[config.mk]
export PLATFORM = sky130hd
export DESIGN_NAME = xirq_sense
export DESIGN_NICKNAME = d
export VERILOG_FILES = /design/src/rtl/xirq_pkg.sv /design/src/rtl/xirq_sync.sv /design/src/rtl/xirq_chan.sv /design/src/rtl/xirq_sense.sv
export SDC_FILE = /design/constraint.sdc
export NUM_CORES = 1
export LEC_CHECK = 0
export ABC_AREA = 1
export CORE_MARGIN = 2
export CORE_UTILIZATION = 30
export CTS_BUF_LIST = sky130_fd_sc_hd__clkbuf_8
export CTS_CLUSTER_SIZE = 8
export DETAILED_ROUTE_END_ITERATION = 8
export GPL_TIMING_DRIVEN = 0
export PLACE_DENSITY = 0.62
export REMOVE_ABC_BUFFERS = 1
export SLEW_MARGIN = 15
export SYNTH_ARGS = -nofsm -noshare
export SYNTH_HDL_FRONTEND = slang
export SYNTH_SLANG_ARGS = --single-unit
[constraint.sdc]
create_clock -name clk -period 1.6 [get_ports clk]
set_input_delay 0.32 -clock clk [delete_from_list [all_inputs] [get_ports clk]]
set_output_delay 0.32 -clock clk [all_outputs]
set_load 0.005 [all_outputs]
[src/rtl/xirq_pkg.sv]
package xirq_pkg;
  typedef enum logic [1:0] {
    SNS_LOW  = 2'b00,
    SNS_FALL = 2'b01,
    SNS_RISE = 2'b10,
    SNS_BOTH = 2'b11
  } sense_e;

  localparam int unsigned ADDR_CTRL = 0;
  localparam int unsigned ADDR_STAT = 1;
endpackage

[src/rtl/xirq_sync.sv]
module xirq_sync #(
  parameter int unsigned W      = 4,
  parameter int unsigned STAGES = 2
) (
  input  logic         clk,
  input  logic         rst_n,
  input  logic [W-1:0] din,
  output logic [W-1:0] dout,
  output logic [W-1:0] dout_d
);
  // stage STAGES holds the previous synchronized sample for edge detection
  logic [STAGES:0][W-1:0] pipe;

  always_ff @(posedge clk or negedge rst_n) begin
    if (!rst_n) pipe[0] <= '1;
    else        pipe[0] <= din;
  end

  for (genvar i = 1; i <= STAGES; i++) begin : g_stage
    always_ff @(posedge clk or negedge rst_n) begin
      if (!rst_n) pipe[i] <= '1;
      else        pipe[i] <= pipe[i-1];
    end
  end

  assign dout   = pipe[STAGES-1];
  assign dout_d = pipe[STAGES];
endmodule

[src/rtl/xirq_chan.sv]
module xirq_chan
  import xirq_pkg::*;
(
  input  logic   clk,
  input  logic   rst_n,
  input  logic   lvl,
  input  logic   lvl_d,
  input  sense_e sense,
  input  logic   route_dtc,
  input  logic   ack_cpu,
  input  logic   ack_dtc,
  input  logic   rd_stat,
  input  logic   wr_stat,
  input  logic   wr_bit,
  output logic   flag,
  output logic   cpu_req,
  output logic   dtc_req
);
  logic fall, rise, set_ev, accept, sw_clr, armed;
  logic flag_n, armed_n;

  assign fall = lvl_d & ~lvl;
  assign rise = ~lvl_d & lvl;

  always_comb begin
    unique case (sense)
      SNS_LOW:  set_ev = ~lvl;
      SNS_FALL: set_ev = fall;
      SNS_RISE: set_ev = rise;
      default:  set_ev = fall | rise;
    endcase
  end

  assign accept  = route_dtc ? ack_dtc : ack_cpu;
  assign sw_clr  = wr_stat & ~wr_bit & armed;
  // a set in the same cycle wins over any clear
  assign flag_n  = set_ev | (flag & ~(accept | sw_clr));
  assign armed_n = ~set_ev & flag_n & (armed | (rd_stat & flag));

  always_ff @(posedge clk or negedge rst_n) begin
    if (!rst_n) begin
      flag  <= 1'b0;
      armed <= 1'b0;
    end else begin
      flag  <= flag_n;
      armed <= armed_n;
    end
  end

  assign cpu_req = flag & ~route_dtc;
  assign dtc_req = flag & route_dtc;

  a_r4_level_sets: assert property (@(posedge clk) disable iff (!rst_n)
    (sense == SNS_LOW && !lvl) |=> flag);
  a_r7_edge_sets: assert property (@(posedge clk) disable iff (!rst_n)
    (sense == SNS_BOTH && lvl != lvl_d) |=> flag);
  a_r8_accept_clears: assert property (@(posedge clk) disable iff (!rst_n)
    (flag && accept && !set_ev) |=> !flag);
  a_r8_wrong_ack_ignored: assert property (@(posedge clk) disable iff (!rst_n)
    (flag && !accept && !wr_stat) |=> flag);
  a_r10_write_one_keeps: assert property (@(posedge clk) disable iff (!rst_n)
    (flag && wr_stat && wr_bit && !accept) |=> flag);
  a_r11_unarmed_keeps: assert property (@(posedge clk) disable iff (!rst_n)
    (flag && !armed && !accept) |=> flag);
endmodule

[src/rtl/xirq_sense.sv]
module xirq_sense
  import xirq_pkg::*;
#(
  parameter int unsigned NPINS  = 4,
  parameter int unsigned STAGES = 2,
  parameter int unsigned DW     = 16
) (
  input  logic             clk,
  input  logic             rst_n,
  input  logic [NPINS-1:0] irq_pin,
  input  logic             reg_addr,
  input  logic             reg_wr,
  input  logic             reg_rd,
  input  logic [DW-1:0]    reg_wdata,
  output logic [DW-1:0]    reg_rdata,
  input  logic [NPINS-1:0] cpu_ack,
  input  logic [NPINS-1:0] dtc_ack,
  output logic [NPINS-1:0] cpu_req,
  output logic [NPINS-1:0] dtc_req
);
  localparam int unsigned CW = 3 * NPINS;
  localparam int unsigned SW = 2 * NPINS;

  logic [CW-1:0]    ctrl_q;
  logic [NPINS-1:0] lvl, lvl_d, flags;
  logic             sel_stat, rd_stat, wr_stat, wr_ctrl;

  assign sel_stat = (reg_addr == 1'(ADDR_STAT));
  assign rd_stat  = reg_rd & sel_stat;
  assign wr_stat  = reg_wr & sel_stat;
  assign wr_ctrl  = reg_wr & ~sel_stat;

  always_ff @(posedge clk or negedge rst_n) begin
    if (!rst_n)       ctrl_q <= '0;
    else if (wr_ctrl) ctrl_q <= reg_wdata[CW-1:0];
  end

  xirq_sync #(.W(NPINS), .STAGES(STAGES)) u_sync (
    .clk(clk), .rst_n(rst_n), .din(irq_pin), .dout(lvl), .dout_d(lvl_d)
  );

  for (genvar n = 0; n < NPINS; n++) begin : g_pin
    xirq_chan u_chan (
      .clk      (clk),
      .rst_n    (rst_n),
      .lvl      (lvl[n]),
      .lvl_d    (lvl_d[n]),
      .sense    (sense_e'(ctrl_q[2*n +: 2])),
      .route_dtc(ctrl_q[SW + n]),
      .ack_cpu  (cpu_ack[n]),
      .ack_dtc  (dtc_ack[n]),
      .rd_stat  (rd_stat),
      .wr_stat  (wr_stat),
      .wr_bit   (reg_wdata[n]),
      .flag     (flags[n]),
      .cpu_req  (cpu_req[n]),
      .dtc_req  (dtc_req[n])
    );
  end

  always_comb begin
    reg_rdata = '0;
    if (sel_stat) reg_rdata[SW-1:0] = {lvl, flags};
    else          reg_rdata[CW-1:0] = ctrl_q;
  end

  if (CW < DW) begin : g_unused
    logic unused_hi;
    assign unused_hi = ^reg_wdata[DW-1:CW];
  end

  a_r3_ctrl_stores: assert property (@(posedge clk) disable iff (!rst_n)
    wr_ctrl |=> (ctrl_q == $past(reg_wdata[CW-1:0])));
  a_r8_one_destination: assert property (@(posedge clk) disable iff (!rst_n)
    (cpu_req & dtc_req) == '0);
endmodule

== Word-level counts from Yosys, hierarchy flattened ==
Cells that the tools add are included.

* Multiplexer cells: 10
* Bitwise gates (word level): 84
* $mul: 0
* Add/sub/neg operators: 0
* Divide/modulo/power cells: 0
* Reductions and logical operators: 4
* Eq/ne operators: 8
* Shift operators: 0
* $lt $le $gt $ge: 0

{| class="wikitable"
|+ Operator list
! cell !! number
|-
| $and 1x1->1 || 43
|-
| $not 1->1 || 25
|-
| $or 1x1->1 || 16
|-
| $pmux 1 s3 || 4
|-
| $eq 2x1->1 const B || 4
|-
| $eq 2x2->1 const B || 4
|-
| $logic_not 2->1 || 4
|-
| $mux 8 || 1
|-
| $mux 1 || 4
|-
| $mux 4 || 1
|}

* Input port bits: 33
* Memory bits (writable): 0
* Register bits after elaboration: 32
* Bits in read-only memories: 0
* Logic and storage cells: 118
* Output and inout bits: 24
* Memories kept: 0
* Latch bits: 0

== Depth between registers and ports, before layout ==
Gate-level depths: netlist of the first run.

* Depth after elaboration: 9
* Gate-level depth with buffers: 7
* Depth with buffers taken out: 7

== Hierarchy ==
From an unflattened synthesis of the first run, not the netlist that was laid out.

* Cell total of the unflattened synthesis: 256
* Area total of the unflattened synthesis: 1838.0 µm²

{| class="wikitable"
|+ Modules (own cells, without submodules)
! module !! sequential area each (µm²) !! times used !! cells each !! area an instance (µm²)
|-
| xirq_chan || 50.0 || 4 || 35 || 201.4
|-
| xirq_sense || 300.3 || 1 || 96 || 656.9
|-
| xirq_sync || 315.3 || 1 || 20 || 375.4
|}

== Least setup slack after synthesis of the first run ==
OpenSTA, ideal clock, no wires.

* Path type: register -> register
* From: reg u_sync.pipe, in the netlist u_sync.dout_d[0]
* To: reg g_pin[0].u_chan.armed
* Cell stages (with the launch flop): 7
* Clock period less this slack: 1.172 ns
* Library setup time: 0.115 ns
* Buffers on the path: 0
* Slack: 0.428 ns
* Arrival: 1.057 ns
* Path through: dfstp_2 -> inv_1 -> ha_1 -> nand2_1 -> nand3_1 -> nand2_1 -> nor2_1

* Longest elaborated chain between the ends: 7
* Elaborated cells on any way between the ends: 9

{| class="wikitable"
|+ Ends and longest elaborated chain
! what !! RTL line !! RTL
|-
| start, declared || xirq_sync.sv:12 || <nowiki>logic [STAGES:0][W-1:0] pipe;</nowiki>
|-
| start signal, assigned by index || xirq_sync.sv:22 || <nowiki>else pipe[i] <= pipe[i-1];</nowiki>
|-
| $not 1->1 || xirq_chan.sv:23 || <nowiki>assign rise = ~lvl_d & lvl;</nowiki>
|-
| $and 1x1->1 || xirq_chan.sv:23 ||
|-
| $or 1x1->1 || xirq_chan.sv:30 || <nowiki>default: set_ev = fall | rise;</nowiki>
|-
| $pmux 1 s3 * || xirq_chan.sv:26 || <nowiki>unique case (sense)</nowiki>
|-
| $or 1x1->1 / $not 1->1 (equally long branches) || xirq_chan.sv:37, xirq_chan.sv:38 ||
|-
| $and 1x1->1 * (2 in a row) || xirq_chan.sv:38 || <nowiki>assign armed_n = ~set_ev & flag_n & (armed | (rd_stat & flag));</nowiki>
|-
| via g_pin[0].u_chan.armed_n || xirq_chan.sv:20 || <nowiki>logic flag_n, armed_n;</nowiki>
|-
| end signal, assigned || xirq_chan.sv:46 || <nowiki>armed <= armed_n;</nowiki>
|-
| end, declared || xirq_chan.sv:19 || <nowiki>logic fall, rise, set_ev, accept, sw_clr, armed;</nowiki>
|}

Mark *: on every way through the listed nets, which the timed path passes. The rest lies on a longest branch.
A chain may end at the register's enable or synchronous reset.

== Worst setup path after layout of the first run ==
* From: reg g_pin[3].u_chan.flag
* To: out reg_rdata[3]

* Longest elaborated chain between the ends: 1

{| class="wikitable"
|+ Ends and longest elaborated chain
! what !! RTL line !! RTL
|-
| start, declared || xirq_chan.sv:15 || <nowiki>output logic flag,</nowiki>
|-
| start signal, assigned || xirq_chan.sv:45 || <nowiki>flag <= flag_n;</nowiki>
|-
| $mux 8 || xirq_sense.sv:63 || <nowiki>if (sel_stat) reg_rdata[SW-1:0] = {lvl, flags};</nowiki>
|-
| end, declared || xirq_sense.sv:15 || <nowiki>output logic [DW-1:0] reg_rdata,</nowiki>
|}

Every way passes these cells.

==> summary.txt, run 1 <==
number of unique standard cell types used by synthesis -> 17
via count of the first global-routing pass -> 1,422
total of endpoints with negative setup slack in the final report -> 0
most used standard cell by instance count after synthesis -> inv_1
DRC -> 0
most numerous cell types in the synthesized netlist -> inv_1, nand2_1, nand3_1
setup repair after global routing missed its margin -> yes
drt wl/cell -> 10.3 um
Fin. Hold Viols -> 0
1st-pass router iterations -> 4
transition time at the pin with the least slew margin -> 0.719 ns
H-tree levels -> 2
predominant post-synthesis flop cell -> dfrtp_1
peak ir drop on the vdd network -> 0.000314 V
antenna violations before repair -> 0
portion of the post-synthesis area used by sequential elements -> 0.444
Pwr Total -> 2.33 mW
Slew Limit Headroom -> 0.521
Syn-to-layout area delta -> 36.3%
Sinks on Clock Net -> 32
DIE AREA -> 6760 um^2
leakage -> 1.38 nW
kind of start point of the critical path -> flop
Req. time, crit path -> 1.28 ns
total cell area at the placement stage -> 2280 um^2
via count -> 1,529
setup tns final -> 0 ns
clock tree from TritonCTS -> yes
Clock Latency Late Sink -> 0.29 ns
filler instances -> 587
Max Fanout on Critical Path -> 4
arrival time at the worst endpoint -> 1.22 ns
CTS Buffer Depth -> 2
number of buffers added on ports -> 48
max-capacitance violation count -> 0
sum of net half-perimeters after detailed placement -> 2.65 mm
worst-case setup margin in the final layout -> 0.0613 ns
PwrDens -> 932 nW/um^2
starting density of the core -> 0.310
DP Worst Slack -> -0.996 ns
Period minus WS final -> 1.54 ns
design area -> 2500 um^2
Yosys top cell by area -> dfrtp_1
layout cell share with drive strength beyond 1 -> 0.206
maximum number of pins on one net before global-route repair -> 33
Yosys top cell area share -> 0.272
clock-pin slew on the worst setup and hold paths -> 0.07 ns
Antenna Diode Count -> 0
hold slack -> 0.0913 ns
instance count of the mapped netlist -> 232
NumNets Final -> 331
Hold WC Path Type -> in2async
post-synthesis instance area -> 1840 um^2
root buffer selected by CTS -> clkbuf_8
cell types occupying the most area after synthesis -> dfrtp_1, dfstp_2, inv_1
final-report max-slew violation count -> 0
average instance area after synthesis -> 7.92 um^2
GR Util All Layers -> 0.124
number of buffers added to fix hold violations after cts -> 0
RePlAce Congestion -> 0.755
total number of placement rows -> 28
category of the worst setup path capture point -> primary output
wire length of the first global-routing pass -> 6.29 mm
fin crit share -> 0.962
per-cell via count in the routed design -> 4.18
height of the die -> 82.2 um
total overflow reported by the global router -> 0
Async SR Flop Fraction -> 1.00
number of cells on the worst reg-to-reg path -> 8
total of flip-flops plus latches after synthesis -> 32
number of primary I/O pins -> 57
worst clock skew -> 0.0119 ns
remaining number of nets flagged by the antenna check after routing -> 0
Die Span X -> 82.2 um
result of the run -> finished, final reports clean
total wire length after detailed routing -> 3.76 mm
Placeable Area -> 5920 um^2
r2r setup slk -> 0.35 ns
critical path class -> reg2out
violation count after the first detailed-route iteration -> 65
Post-synth EDFFs -> 0
maximum operating frequency -> 650 MHz
count of warnings emitted by yosys -> 0
number of buffers added by the clock tree synthesis step -> 5
-- per-layer routing --
metal | global-route usage | vias to the layer above | share of wire
met4 | 0.0500 | 0 | 0.012
met1 | 0.155 | 685 | 0.46
met2 | 0.202 | 34 | 0.47
met5 | 0 | - | 0
met3 | 0.0359 | 4 | 0.055
li1 | - | 806 | -
-- logic make-up after synthesis --
family          after synthesis  share of synthesized area
simple gates                101                      0.238
buf+inv                      70                      0.183
flops                        32                      0.444
compound gates               20                     0.0790
fa+ha+maj                     8                     0.0545
other cells                   1                    0.00204
-- repair_timing --
action,4_1_cts,5_1_grt
gates cloned,0,0
setup endpoints to repair,40,17
resized for setup,27,9
buffers inserted,12,5
-- final cells by class --
cell class	count	area [um^2]	area share
Clock inverter	1	3.75	0.00150
Timing Repair Buffer	65	587	0.234
Multi-Input combinational cell	133	706	0.282
Clock buffer	7	96.3	0.0385
Inverter	53	199	0.0795
Tap cell	75	93.8	0.0375
Sequential cell	32	818	0.327
-- registers in the layout (all words and copies together) (netlist names) --
name                cells
ctrl_q                 12
u_sync.dout             4
u_sync.pipe             4
g_pin.u_chan.armed      4
u_sync.dout_d           4
g_pin.u_chan.flag       4
-- cells in the final DEF, fill, tap and decap left out, types with 2 or more instances in the layout --
master,synthesis,layout
nor2_1,16,16
a21oi_2,8,8
nor2_2,4,4
clkdlybuf4s50_1,0,26
dlymetal6s2s_1,0,3
ha_1,8,8
inv_1,53,53
dfrtp_2,0,2
clkbuf_8,0,7
nand3_1,28,28
nand2_1,48,48
o21ai_2,4,5
buf_4,13,17
conb_1,1,4
o21ai_0,8,6
dfstp_2,12,12
dfrtp_1,20,18
dlygate4sd2_1,0,16
nand4_1,4,4
-- final timing paths --
check | startpoint | to
setup / recovery | g_pin[3].u_chan.flag$_DFF_PN0_ | reg_rdata[3]
hold / removal | rst_n | g_pin[2].u_chan.armed$_DFF_PN0_
setup reg to reg | u_sync.dout[2]$_DFF_PN1_ | g_pin[2].u_chan.armed$_DFF_PN0_
hold reg to reg | u_sync.pipe[3]$_DFF_PN1_ | u_sync.dout[3]$_DFF_PN1_
max in group asynchronous | rst_n | g_pin[2].u_chan.flag$_DFF_PN0_
min in group clk | u_sync.pipe[3]$_DFF_PN1_ | u_sync.dout[3]$_DFF_PN1_
-- worst max-delay path: stages (launching register included) --
cell and delay, ns:
dfrtp_2 0.40, buf_4 0.15, nand2_1 0.05, o21ai_0 0.07, dlygate4sd2_1 0.27
-- metrics by stage --
step,cells,util
global route,366,0.423
floorplan,218,-
finish,366,0.423
global placement,341,0.386
detailed placement,341,0.385
CTS,361,0.414
-- report_power, final --
part           switching (mW)  internal (mW)  leakage, nW
clock                   0.297          0.386       0.0557
combinational           0.324          0.363        0.962
sequential             0.0552          0.909        0.361
Note: power is estimated with default switching activity, not from simulation.
==> inputs of run 2 (changes only) <==
--- a/config.mk
+++ b/config.mk
@@ -12,6 +12,7 @@
 export CTS_CLUSTER_SIZE = 8
 export DETAILED_ROUTE_END_ITERATION = 8
 export GPL_TIMING_DRIVEN = 0
+export HOLD_SLACK_MARGIN = 0.12
 export PLACE_DENSITY = 0.62
 export REMOVE_ABC_BUFFERS = 1
 export SLEW_MARGIN = 15
==> summary.txt, run 2 (synthesis results as in run 1) <==
Fin. Hold Viols -> 0
non-filler instance count after layout -> 367
largest register by flop count -> ctrl_q
layout cell share with drive strength beyond 1 -> 0.205
DRC -> 0
category of the worst setup path capture point -> primary output
filler instances -> 586
number of flip-flops in the largest register -> 12
maximum operating frequency -> 650 MHz
total cell area at the placement stage -> 2280 um^2
Min-Delay Endpoint -> u_sync.dout[3]$_DFF_PN1_
starting density of the core -> 0.310
setup repair after global routing missed its margin -> yes
FF-to-FF End -> g_pin[2].u_chan.armed$_DFF_PN0_
critical path class -> reg2out
Pwr Total -> 2.34 mW
design area -> 2510 um^2
Req. time, crit path -> 1.28 ns
number of buffers added on ports -> 48
Max Fanout on Critical Path -> 4
root buffer selected by CTS -> clkbuf_8
via count of the first global-routing pass -> 1,424
leading cell types in the layout, fill and taps excluded -> inv_1, nand2_1, nand3_1
Period minus WS final -> 1.54 ns
startpoint of the lowest-slack hold path -> u_sync.pipe[3]$_DFF_PN1_
Layout Utilization -> 0.425
number of cells on the worst reg-to-reg path -> 8
PwrDens -> 929 nW/um^2
Die Span X -> 82.2 um
RePlAce Congestion -> 0.755
antenna violations before repair -> 0
worst clock skew -> 0.0119 ns
DIE AREA -> 6760 um^2
1st-pass router iterations -> 4
height of the die -> 82.2 um
total of endpoints with negative setup slack in the final report -> 0
arrival time at the worst endpoint -> 1.22 ns
leakage -> 1.38 nW
max-capacitance violation count -> 0
sum of net half-perimeters after detailed placement -> 2.65 mm
placed insts -> 341
total number of placement rows -> 28
maximum number of pins on one net before global-route repair -> 33
Clock Latency Late Sink -> 0.29 ns
Syn-to-layout area delta -> 36.9%
H-tree levels -> 2
commonest non-fill, non-tap cell in the layout -> inv_1
final-report max-slew violation count -> 0
peak ir drop on the vdd network -> 0.000314 V
clock tree from TritonCTS -> yes
kind of start point of the critical path -> flop
Placeable Area -> 5920 um^2
clock-pin slew on the worst setup and hold paths -> 0.07 ns
total overflow reported by the global router -> 0
remaining number of nets flagged by the antenna check after routing -> 0
CTS Buffer Depth -> 2
transition time at the pin with the least slew margin -> 0.723 ns
Antenna Diode Count -> 0
Slew Limit Headroom -> 0.518
total wire length after detailed routing -> 3.77 mm
wire length of the first global-routing pass -> 6.29 mm
violation count after the first detailed-route iteration -> 55
number of primary I/O pins -> 57
r2r setup slk -> 0.35 ns
number of stages on the worst hold path -> 0
drt wl/cell -> 10.3 um
result of the run -> finished, final reports clean
per-cell via count in the routed design -> 4.17
number of buffers added by the clock tree synthesis step -> 5
hold slack -> 0.355 ns
GR Util All Layers -> 0.124
Sinks on Clock Net -> 32
NumNets Final -> 332
via count -> 1,531
Hold WC Path Type -> reg2reg
reg-to-reg startpoint -> u_sync.dout[2]$_DFF_PN1_
fin crit share -> 0.962
-- run 2: cell types whose count changed in the layout (fill, tap and decap cells not counted) --
cell	before	now
dlygate4sd3_1	0	1
-- run 2: power breakdown --
part,internal [mW],switching [mW]
Sequential,0.909,0.0553
Combinational,0.364,0.324
Clock,0.386,0.297
-- run 2: layer usage --
metal  track usage  vias to the layer above  share of wire
met5             0                        -              0
met4        0.0500                        0          0.012
met3        0.0359                        4          0.056
met2         0.202                       35           0.47
met1         0.155                      684           0.46
li1              -                      808              -
-- run 2: worst max-delay path by stage --
stage | startpoint | endpoint | slack [ns] | depth (start not counted)
after floorplan | u_sync.dout_d[0]$_DFF_PN1_ | g_pin[0].u_chan.armed$_DFF_PN0_ | 0.43 | 6
after global placement | reg_addr | reg_rdata[1] | -1.0 | 3
after detailed placement | reg_addr | reg_rdata[1] | -1.0 | 3
after CTS | g_pin[2].u_chan.flag$_DFF_PN0_ | dtc_req[2] | 0.002 | 3
after global routing | g_pin[0].u_chan.flag$_DFF_PN0_ | reg_rdata[0] | -0.0003 | 4
final | g_pin[3].u_chan.flag$_DFF_PN0_ | reg_rdata[3] | 0.06 | 4
-- run 2: critical path, stage by stage, from the launching register on --
cell and delay (ns):
dfrtp_2 0.40, buf_4 0.15, nand2_1 0.05, o21ai_0 0.07
dlygate4sd2_1 0.27
-- run 2: timing repair --
item | in CTS | in global routing
endpoints found under the setup margin | 40 | 17
hold endpoints to repair | 3 | 0
setup buffers | 12 | 5
gates resized for setup | 27 | 9
hold buffers | 1 | 0
-- run 2: metrics by stage --
stage | setup TNS [ns] | setup slack (ns)
after floorplan | 0 | 0.428
after global placement | -35.38 | -0.996
after detailed placement | -24.43 | -0.996
after CTS | 0 | 0.00171
after global routing | -0.000310 | -0.000310
final | 0 | 0.0613
-- run 2: cell type report --
class                      instances  area, um^2  share of cell area
clock inverter                     1        3.75             0.00149
tap                               75        93.8              0.0373
multi-input combinational        133         706               0.281
sequential                        32         818               0.326
clock buffer                       7        96.3              0.0383
inverter                          53         199              0.0791
timing repair buffer              66         597               0.237
==> inputs of run 3 (changes only) <==
--- a/config.mk
+++ b/config.mk
@@ -9,13 +9,10 @@
 export CORE_MARGIN = 2
 export CORE_UTILIZATION = 30
 export CTS_BUF_LIST = sky130_fd_sc_hd__clkbuf_8
-export CTS_CLUSTER_SIZE = 8
 export DETAILED_ROUTE_END_ITERATION = 8
 export GPL_TIMING_DRIVEN = 0
 export HOLD_SLACK_MARGIN = 0.12
-export PLACE_DENSITY = 0.62
 export REMOVE_ABC_BUFFERS = 1
-export SLEW_MARGIN = 15
 export SYNTH_ARGS = -nofsm -noshare
 export SYNTH_HDL_FRONTEND = slang
 export SYNTH_SLANG_ARGS = --single-unit
==> summary.txt, run 3 (synthesis results as in run 1) <==
sum of net half-perimeters after detailed placement -> 2.66 mm
detailed-routed wire length on met2 -> 1.85 mm
Min-Delay Endpoint -> u_sync.dout[3]$_DFF_PN1_
height of the die -> 82.2 um
non-filler instance count after layout -> 368
worst clock skew -> 0.00965 ns
Buf+Inv Stages, Crit Path -> 2
maximum operating frequency -> 660 MHz
Pwr Total -> 2.41 mW
Top Family by Delay on Critical Path -> flip-flops
arrival time at the worst endpoint -> 1.20 ns
r2r setup slk -> 0.34 ns
clock share of power -> 0.310
leading cell types in the layout, fill and taps excluded -> inv_1, nand2_1, nand3_1
Internal -> 1.74 mW
violation count after the first detailed-route iteration -> 93
H-tree levels -> 2
1st-pass router iterations -> 4
setup repair after global routing missed its margin -> no
hold slack -> 0.356 ns
Syn-to-layout area delta -> 37.2%
per-cell via count in the routed design -> 4.15
DIE AREA -> 6760 um^2
detailed-route wire length on metal 1 -> 1.66 mm
leakage -> 1.37 nW
CTS Buffer Depth -> 2
filler instances -> 599
biggest cell delay along the critical path -> 0.40 ns
Placeable Area -> 5920 um^2
layout cell share with drive strength beyond 1 -> 0.212
switching power -> 0.672 mW
Die Span X -> 82.2 um
Max Fanout on Critical Path -> 3
Req. time, crit path -> 1.28 ns
critical path class -> reg2out
Layout Utilization -> 0.426
antenna violations before repair -> 0
via count -> 1,526
max-capacitance violation count -> 0
Sinks on Clock Net -> 32
number of stages on the worst hold path -> 0
clock tree from TritonCTS -> yes
total of endpoints with negative setup slack in the final report -> 0
Hold WC Path Type -> reg2reg
PwrDens -> 955 nW/um^2
startpoint of the lowest-slack hold path -> u_sync.pipe[3]$_DFF_PN1_
root buffer selected by CTS -> clkbuf_8
peak ir drop on the vdd network -> 0.000410 V
logic depth of the worst path, buffers included -> 4
category of the worst setup path capture point -> primary output
reg-to-reg startpoint -> u_sync.dout[1]$_DFF_PN1_
wire length of the first global-routing pass -> 6.45 mm
number of flip-flops in the largest register -> 12
cell breakdown of the critical path -> buf_4, nand2_1, o21ai_0, clkdlybuf4s15_1
DP Worst Slack -> -0.982 ns
cell with the largest stage delay on the worst path -> dfrtp_2
Slew Limit Headroom -> 0.527
largest register by flop count -> ctrl_q
total overflow reported by the global router -> 0
total cell area at the placement stage -> 2280 um^2
Fin. Hold Viols -> 0
number of primary I/O pins -> 57
total wire length after detailed routing -> 3.75 mm
fraction of power spent switching nets -> 0.279
number of cells on the worst reg-to-reg path -> 8
placed insts -> 341
design area -> 2520 um^2
sequential power share -> 0.400
maximum number of pins on one net before global-route repair -> 33
worst-case setup margin in the final layout -> 0.0837 ns
Period minus WS final -> 1.52 ns
transition time at the pin with the least slew margin -> 0.710 ns
highest metal layer with signal wires -> met4
via count of the first global-routing pass -> 1,473
GR Util All Layers -> 0.127
NumNets Final -> 333
remaining number of nets flagged by the antenna check after routing -> 0
number of buffers added by the clock tree synthesis step -> 5
Antenna Diode Count -> 0
drt wl/cell -> 10.2 um
kind of start point of the critical path -> flop
fin crit share -> 0.948
starting density of the core -> 0.310
result of the run -> finished, final reports clean
DRC -> 0
portion of total power attributed to combinational logic -> 0.290
number of buffers added on ports -> 48
Routed met3 length -> 197 um
RePlAce Congestion -> 0.693
total number of placement rows -> 28
clock-pin slew on the worst setup and hold paths -> 0.07 ns
FF-to-FF End -> g_pin[1].u_chan.armed$_DFF_PN0_
setup tns final -> 0 ns
commonest non-fill, non-tap cell in the layout -> inv_1
Clock Latency Late Sink -> 0.28 ns
final-report max-slew violation count -> 0
[run 3: cell count changes in the layout (fill, tap and decap cells not counted), moves of 2 or more]
cell             previous run  this run
buf_4                      17        19
clkdlybuf4s15_1             0         6
clkbuf_8                    7         5
dlygate4sd2_1              16         9
[run 3: layout make-up]
cell class | instances | area, um^2 | share of cell area
Clock buffer | 5 | 68.8 | 0.0273
Clock inverter | 3 | 38.8 | 0.0154
Inverter | 53 | 199 | 0.0789
Multi-Input combinational cell | 133 | 697 | 0.277
Sequential cell | 32 | 818 | 0.325
Tap cell | 75 | 93.8 | 0.0372
Timing Repair Buffer | 67 | 604 | 0.240
[run 3: worst max path at each step]
stage	start	to	slack, ns
after CTS	g_pin[2].u_chan.flag$_DFF_PN0_	reg_rdata[2]	0.001
after global placement	reg_addr	reg_rdata[1]	-0.98
after floorplan	u_sync.dout_d[0]$_DFF_PN1_	g_pin[0].u_chan.armed$_DFF_PN0_	0.43
final	g_pin[2].u_chan.flag$_DFF_PN0_	reg_rdata[2]	0.08
after detailed placement	reg_addr	reg_rdata[6]	-0.98
after global routing	u_sync.dout[3]$_DFF_PN1_	reg_rdata[7]	0.006
[run 3: power groups by stage]
stage | logic (mW) | registers (mW) | clock network [mW]
2_1_floorplan | 0.280 | 0.987 | 0
3_3_place_gp | 0.574 | 1.01 | 0
3_5_place_dp | 0.580 | 1.01 | 0
4_1_cts | 0.661 | 0.974 | 0.770
5_1_grt | 0.802 | 0.976 | 0.820
6_report | 0.697 | 0.964 | 0.746
[run 3: what timing repair did]
item	CTS	global route
endpoints found under the setup margin	40	13
setup buffers	13	5
hold buffers	1	0
endpoints found under the hold margin	20	0
gates cloned	0	0
gates resized for setup	26	16
pin swaps	0	0
[run 3: layer usage]
layer,GRT usage,vias up
li1,-,807
met1,0.150,683
met2,0.208,32
met3,0.0467,4
met4,0.0500,0
met5,0,-
[run 3: worst reg2reg max path, delay by kind of cell (launching register included)]
| family | cells | cell delay, ns |
|---|---|---|
| buffers and inverters | 3 | 0.21 |
| and+or+nand+nor | 4 | 0.29 |
| DFF | 1 | 0.53 |
| adders and majority gates | 1 | 0.16 |
